## src/rtl/sip_pkg.sv

```systemverilog
`timescale 1ns/1ps
package sip_pkg;
  // Counter width needed to hold values 0..lim.
  function automatic int run_width(input int lim);
    return (lim < 1) ? 1 : $clog2(lim + 1);
  endfunction

  // Saturating step of a low-run counter.
  function automatic int unsigned run_step(input int unsigned cur, input int unsigned lim);
    return (cur >= lim) ? lim : cur + 1;
  endfunction

  // A pulse qualifies once its low run reaches the limit.
  function automatic bit run_done(input int unsigned cur, input int unsigned lim);
    return cur >= lim;
  endfunction
endpackage

```

## src/rtl/sip_pulse_qual.sv

```systemverilog
`timescale 1ns/1ps
module sip_pulse_qual #(
  parameter int MIN_PULSE = 3
) (
  input  logic clk,
  input  logic rst_n,
  input  logic stb_n,
  output logic fall_qual,
  output logic rise_qual
);
  localparam int CW = sip_pkg::run_width(MIN_PULSE);

  logic [CW-1:0] low_run;
  logic [CW-1:0] low_next;

  always_comb begin
    low_next = CW'(sip_pkg::run_step(32'(low_run), 32'(MIN_PULSE)));
  end

  always_ff @(posedge clk or negedge rst_n) begin
    if (!rst_n)     low_run <= '0;
    else if (stb_n) low_run <= '0;
    else            low_run <= low_next;
  end

  // The low run reaches the threshold at this edge.
  assign fall_qual = !stb_n && !sip_pkg::run_done(32'(low_run), 32'(MIN_PULSE))
                     && sip_pkg::run_done(32'(low_next), 32'(MIN_PULSE));
  // The strobe returns high after a pulse that met the threshold.
  assign rise_qual = stb_n && sip_pkg::run_done(32'(low_run), 32'(MIN_PULSE));

  assert_run_bounded_R7: assert property (@(posedge clk) disable iff (!rst_n)
    32'(low_run) <= 32'(MIN_PULSE));
  assert_rise_needs_run_R7: assert property (@(posedge clk) disable iff (!rst_n)
    stb_n |=> !rise_qual);
endmodule

```

## src/rtl/sip_edge_det.sv

```systemverilog
`timescale 1ns/1ps
module sip_edge_det (
  input  logic clk,
  input  logic rst_n,
  input  logic rd_n,
  output logic rd_fall,
  output logic rd_rise
);
  logic rd_q;

  always_ff @(posedge clk or negedge rst_n) begin
    if (!rst_n) rd_q <= 1'b1;
    else        rd_q <= rd_n;
  end

  assign rd_fall = rd_q && !rd_n;
  assign rd_rise = !rd_q && rd_n;

  assert_edges_exclusive_R5: assert property (@(posedge clk) disable iff (!rst_n)
    rd_fall |=> !rd_fall);
endmodule

```

## src/rtl/sip_hold_regs.sv

```systemverilog
`timescale 1ns/1ps
module sip_hold_regs #(
  parameter int DATA_W = 8
) (
  input  logic              clk,
  input  logic              rst_n,
  input  logic              fall_qual,
  input  logic              rise_qual,
  input  logic              irq_en,
  input  logic              rd_fall,
  input  logic              rd_rise,
  input  logic [DATA_W-1:0] din,
  output logic [DATA_W-1:0] held,
  output logic              full_flag,
  output logic              irq
);
  logic full_set, irq_set;

  assign full_set = fall_qual || rise_qual;
  assign irq_set  = rise_qual && irq_en;

  always_ff @(posedge clk or negedge rst_n) begin
    if (!rst_n) begin
      held      <= '0;
      full_flag <= 1'b0;
      irq       <= 1'b0;
    end else begin
      if (rise_qual) held <= din;
      // Set takes priority over clear.
      if (full_set)     full_flag <= 1'b1;
      else if (rd_rise) full_flag <= 1'b0;
      if (irq_set)      irq <= 1'b1;
      else if (rd_fall) irq <= 1'b0;
    end
  end

  assert_full_set_R2: assert property (@(posedge clk) disable iff (!rst_n)
    fall_qual |=> full_flag);
  assert_take_byte_R3: assert property (@(posedge clk) disable iff (!rst_n)
    rise_qual |=> held == $past(din));
  assert_irq_set_R4: assert property (@(posedge clk) disable iff (!rst_n)
    (rise_qual && irq_en) |=> irq);
  assert_irq_masked_R4: assert property (@(posedge clk) disable iff (!rst_n)
    (!irq && !(rise_qual && irq_en)) |=> !irq);
  assert_irq_clear_R5: assert property (@(posedge clk) disable iff (!rst_n)
    (rd_fall && !(rise_qual && irq_en)) |=> !irq);
  assert_full_kept_R5: assert property (@(posedge clk) disable iff (!rst_n)
    (rd_fall && full_flag) |=> full_flag);
  assert_full_clear_R6: assert property (@(posedge clk) disable iff (!rst_n)
    (rd_rise && !fall_qual && !rise_qual) |=> !full_flag);
  assert_byte_hold_R7: assert property (@(posedge clk) disable iff (!rst_n)
    !rise_qual |=> $stable(held));
endmodule

```

## src/rtl/sip_bus_drive.sv

```systemverilog
`timescale 1ns/1ps
module sip_bus_drive #(
  parameter int DATA_W = 8
) (
  input  logic              clk,
  input  logic              rst_n,
  input  logic              rd_n,
  input  logic [DATA_W-1:0] held,
  output logic [DATA_W-1:0] host_dout,
  output logic              host_valid
);
  always_comb begin
    host_valid = !rd_n;
    host_dout  = rd_n ? '0 : held;
  end

  assert_idle_bus_R8: assert property (@(posedge clk) disable iff (!rst_n)
    rd_n |-> (host_dout == '0 && !host_valid));
  assert_read_bus_R8: assert property (@(posedge clk) disable iff (!rst_n)
    !rd_n |-> (host_valid && host_dout == held));
endmodule

```

## src/rtl/strobed_input_port.sv

```systemverilog
`timescale 1ns/1ps
module strobed_input_port #(
  parameter int DATA_W    = 8,
  parameter int MIN_PULSE = 3
) (
  input  logic              clk,
  input  logic              rst_n,
  input  logic              stb_n,
  input  logic [DATA_W-1:0] port_din,
  input  logic              irq_en,
  input  logic              rd_n,
  output logic [DATA_W-1:0] host_dout,
  output logic              host_valid,
  output logic              full_flag,
  output logic              irq
);
  logic fall_qual, rise_qual, rd_fall, rd_rise;
  logic [DATA_W-1:0] held;

  sip_pulse_qual #(.MIN_PULSE(MIN_PULSE)) u_qual (
    .clk(clk), .rst_n(rst_n), .stb_n(stb_n),
    .fall_qual(fall_qual), .rise_qual(rise_qual));

  sip_edge_det u_rd (
    .clk(clk), .rst_n(rst_n), .rd_n(rd_n),
    .rd_fall(rd_fall), .rd_rise(rd_rise));

  sip_hold_regs #(.DATA_W(DATA_W)) u_regs (
    .clk(clk), .rst_n(rst_n), .fall_qual(fall_qual), .rise_qual(rise_qual),
    .irq_en(irq_en), .rd_fall(rd_fall), .rd_rise(rd_rise), .din(port_din),
    .held(held), .full_flag(full_flag), .irq(irq));

  sip_bus_drive #(.DATA_W(DATA_W)) u_bus (
    .clk(clk), .rst_n(rst_n), .rd_n(rd_n), .held(held),
    .host_dout(host_dout), .host_valid(host_valid));

  assert_set_wins_R10: assert property (@(posedge clk) disable iff (!rst_n)
    (fall_qual && rd_rise) |=> full_flag);
endmodule

```

## config.mk

```make
export PLATFORM = sky130hd
export DESIGN_NAME = strobed_input_port
export DESIGN_NICKNAME = d
export VERILOG_FILES = /design/src/rtl/sip_pkg.sv /design/src/rtl/sip_pulse_qual.sv /design/src/rtl/sip_edge_det.sv /design/src/rtl/sip_hold_regs.sv /design/src/rtl/sip_bus_drive.sv /design/src/rtl/strobed_input_port.sv
export SDC_FILE = /design/constraint.sdc
export NUM_CORES = 1
export LEC_CHECK = 0
export ABC_AREA = 1
export CORE_MARGIN = 4
export CORE_UTILIZATION = 35
export DETAILED_ROUTE_END_ITERATION = 8
export GPL_TIMING_DRIVEN = 0
export PLACE_DENSITY = 0.67
export SYNTH_ARGS = -nofsm -noshare
export SYNTH_HDL_FRONTEND = slang
export SYNTH_SLANG_ARGS = --single-unit
```

## constraint.sdc

```tcl
create_clock -name clk -period 2.3 [get_ports clk]
set_input_delay 0.23 -clock clk [delete_from_list [all_inputs] [get_ports clk]]
set_output_delay 0.23 -clock clk [all_outputs]
set_load 0.02 [all_outputs]
```

### Yosys cells after proc, flatten, opt, wreduce, memory -nomap -nowiden

Index checks and enable logic that the tools add are counted.

* flip-flop bits (word level): 13
* input bits: 13
* logic and storage cells: 28

* add/sub/neg operators: 1
* magnitude comparators: 2
* multiplexer cells: 7
* reductions and logical operators: 13

Operators by type and width (number)
* $mux W8: 1
* $logic_and A1 B1 Y1: 6
* $ge A2 B2 Y1 const B: 2
* $logic_not A1 Y1: 4
* $mux W1: 4
* $mux W2: 2
* $reduce_bool A2 Y1: 2
* $add A2 B1 Y2 const B: 1
* $logic_or A1 B1 Y1: 1

### Depth between registers and ports, before layout

* depth after elaboration: 6
* mapped depth: 4

### Modules after synthesis

From an unflattened synthesis, not the netlist that was laid out.

* cells, all modules: 79
* area, all modules: 591.8 um^2

By module, submodules not included
* sip_hold_regs: instances 1, cells an instance 44, area each 385.4 um^2
* sip_pulse_qual: instances 1, cells an instance 12, area each 90.1 um^2
* sip_bus_drive: instances 1, cells an instance 18, area each 75.1 um^2
* sip_edge_det: instances 1, cells an instance 5, area each 41.3 um^2

### Worst setup path after synthesis

No wires, ideal clock.

* path kind: in2out
* from: input rd_n
* to: output host_dout[0]
* arrival time: 0.684 ns
* required time: 2.070 ns
* setup slack: 1.386 ns
* cell stages on the path: 2
* path buffers: 1
* cells stage by stage: buf_2 nor2_1

* word-level cells in the longest chain between the ends: 1

RTL lines
* from (decl): line strobed_input_port.sv:11 `input logic rd_n,`
* $mux W8: line sip_bus_drive.sv:14 `host_dout = rd_n ? '0 : held;`
* to (decl): line strobed_input_port.sv:12 `output logic [DATA_W-1:0] host_dout,`

No other way between the ends.

### Final worst setup path

Ends and elaborated chain as after synthesis.

==> metrics.md <==
| Metric | Value |
|---|---|
| Outcome | `finished clean` |
| Max_cap viols | `0` |
| Clk slew on worst S/H paths | `0.08 ns` |
| FF+latch count, synth | `13` |
| CTS tree | `done` |
| N_diodes | `0` |
| Worst Tran Pin Value | `about 0.57 ns` |
| DRC | `0` |
| Vias/cell | `around 4.7` |
| Gr ovfl total | `0` |
| Post-route insts no fill | `around 120` |
| Dpl hpwl | `986 um` |
| First-pass GRT wire length | `between 2 and 2.5 mm` |
| Yosys cell types | `13` |
| Setup TNS | `0 ns` |
| Routed Antenna Nets | `0` |
| Startpoint Class | `input port` |
| Switching share of total power | `between 30% and 40%` |
| Share of cells above drive strength 1 | `between 10% and 20%` |
| Slew Limit Fails | `0` |
| RSZ-0062 raised after global routing | `no` |
| Max incr delay on CP | `slightly above 0.6 ns` |
| Die ar. | `between 2000 and 2500 um^2` |
| Worst-Skew Late Latency | `around 0.27 ns` |
| Worst Path Arrival | `~1.6 ns` |
| Die height | `slightly below 50 um` |
| Largest net degree at the start of global routing | `14` |
| Final setup viols | `0` |
| Syn_nets | `85` |
| Clock sink count | `13` |
| Via count | `540` |
| IO Pins | `24` |
| Max IR drop VDD | `around 450 uV` |
| Hold Worst Slack | `around 0.32 ns` |
| Clock power frac | `21.8%` |
| Fin nets | `roughly 110` |
| Syn_area_per_cell | `roughly 8.3 um^2` |
| CP Cell Sequence | `clkdlybuf4s50_1 -> buf_2 -> nor2_1 -> clkdlybuf4s50_1` |
| Routed len/inst | `11.3 um` |
| Register area share after synthesis | `between 50% and 60%` |
| Comb power frac | `about a third` |
| Syn. warnings | `0` |
| # resized after CTS | `0` |
| Area Overhead vs Synth | `46.3%` |
| Core area | `between 1500 and 2000 um^2` |
| Flop pwr share | `a little under half` |
| Fmax | `roughly 0.55 GHz` |
| Synth Cell Area | `about 600 um^2` |
| Endpoint class of the critical path | `output pin` |
| Initial Util | `between 30 and 40%` |
| Final core occ | `56.3%` |
| Sw Pwr | `between 0.0002 and 0.00025 W` |
| CP bufs+invs | `3` |
| Hold buffers post-CTS | `0` |
| Worst-case clock buffer depth | `2` |
| Crit-path leading delay family | `buffers and inverters` |
| Vias in the first global route | `around 530` |
| Worst relative slew slack | `61.9%` |
| Root Driver | `clkbuf_4` |
| Post-CTS setup-driven buffer insertion count | `0` |
| Final hold vios | `0` |
| IO buf count | `23` |
| Inserted Clock Buffers | `3` |
| WP data required | `2.07 ns` |
| FILL cells | `between 150 and 200` |
| Initial antenna violation count | `0` |
| Setup Crit Path Kind | `input port to output pin` |
| Dpl cells | `111` |
| Pre-CTS WS | `0.461 ns` |
| First-pass iteration count of the detailed router | `4` |
| Hold Crit Class | `input port to asynchronous set/reset pin` |
| Die Wd | `about 50 um` |
| Worst Setup Slack, final | `slightly below 0.5 ns` |
| Final wirelength | `roughly 1.3 mm` |
| Minimum clock period | `1.82 ns` |
| DR iter-0 viols | `4` |
| Gr usage total | `about an eighth` |
| Pleak | `around 0.44 nW` |
| CTS H-tree depth | `1` |
| Most frequent cell on the critical path | `clkdlybuf4s50_1` |
| Internal power | `around 0.00044 W` |
| Final period util | `79.1%` |
| Gpl congestion | `0.741` |
| Num rows | `14` |
| PwrDens | `between 700 and 800 nW/um^2` |
| Worst path slowest cell | `clkdlybuf4s50_1` |
| Mapped Cells | `slightly above 70` |
| Crit Path Max Fanout | `10` |
| Skew final | `roughly 0.0022 ns` |
==> cells by family after synthesis <==
family	Yosys count	synth area share, %
simple gates	39	29.6
flops	13	54.5
compound gates	3	2.50
buf+inv	17	13.4
==> area by class of cell <==
| cell class | count | area [um^2] | share of cell area, % |
|---|---|---|---|
| plain buffers | 4 | 31.3 | 3.57 |
| inverters | 13 | 48.8 | 5.56 |
| multi-input cells | 42 | 193 | 22.0 |
| well taps | 16 | 20.0 | 2.28 |
| flip-flops and latches | 13 | 327 | 37.2 |
| clock buffers | 3 | 22.5 | 2.57 |
| clock inverters | 1 | 5.00 | 0.571 |
| repair buffers | 23 | 230 | 26.2 |
==> state kept, by name (all words and copies together), names as in the netlist <==
| signal | cells |
|---|---|
| u_regs.full_flag | 1 |
| u_regs.irq | 1 |
| u_qual.low_run | 2 |
| u_rd.rd_q | 1 |
| u_regs.held | 8 |
==> worst reg2reg max path, stage by stage, from the launching register on <==
cell and delay [ns]:
dfstp_2 0.52, inv_1 0.04, o21ai_0 0.15, nand2_1 0.08
==> synthesized netlist by cell type <==
master	instances	share of area (%)
dfrtp_1	12	50
nand3_1	2	1.7
inv_1	13	8.1
dfstp_2	1	4.4
nand4_1	9	9.4
a21oi_1	2	1.7
nor2_1	8	5.0
buf_6	1	1.9
o21ai_0	1	0.83
buf_4	2	2.5
nand2_1	19	12
buf_2	1	0.83
nand3_2	1	1.7
==> path summary, 6_finish.rpt <==
path,start,endpoint,cells past startpoint,slack (ns)
worst max-delay path,rd_n,host_dout[0],4,0.48
worst min-delay path,rst_n,u_regs.irq,1,0.32
worst max register to register,u_rd.rd_q,u_regs.irq,3,1.41
worst min register to register,u_regs.held[7],u_regs.held[7],2,0.48
max in group asynchronous,rst_n,u_regs.held[3],1,1.61
min in group clk,rd_n,u_rd.rd_q,1,0.41
==> power groups by stage <==
stage | sequential [W] | combinational [W] | clock (W)
floorplan | 0.000304 | 0.000105 | 0
global placement | 0.000301 | 0.000200 | 0
detailed placement | 0.000303 | 0.000203 | 0
CTS | 0.000299 | 0.000204 | 0.000146
global route | 0.000303 | 0.000222 | 0.000163
finish | 0.000298 | 0.000200 | 0.000139
==> layout by cell type (no fill, tap or decap) <==
| master | netlist | final |
|---|---|---|
| o21ai_0 | 1 | 1 |
| dfstp_2 | 1 | 1 |
| nand4_1 | 9 | 9 |
| nor2_1 | 8 | 8 |
| dfrtp_1 | 12 | 12 |
| inv_1 | 13 | 13 |
| buf_6 | 1 | 1 |
| nand3_1 | 2 | 2 |
| clkbuf_4 | 0 | 3 |
| nand3_2 | 1 | 1 |
| clkdlybuf4s50_1 | 0 | 23 |
| nand2_1 | 19 | 19 |
| a21oi_1 | 2 | 2 |
| buf_2 | 1 | 1 |
| buf_4 | 2 | 2 |
| clkinv_2 | 0 | 1 |
==> stage by stage <==
step	cell area (um^2)	total power, W
detailed placement	850	0.000506
floorplan	599	0.000409
global route	877	0.000688
global placement	850	0.000500
finish	877	0.000637
CTS	877	0.000648
==> per-layer routing <==
layer	vias to the layer above	global-route usage, %	part of all wire (%)
li1	277	-	-
met1	248	12.9	43
met2	13	21.4	50
met3	2	3.36	6.4
met4	0	4.15	0.61
met5	-	0	0
(Power assumes the default switching activity.)
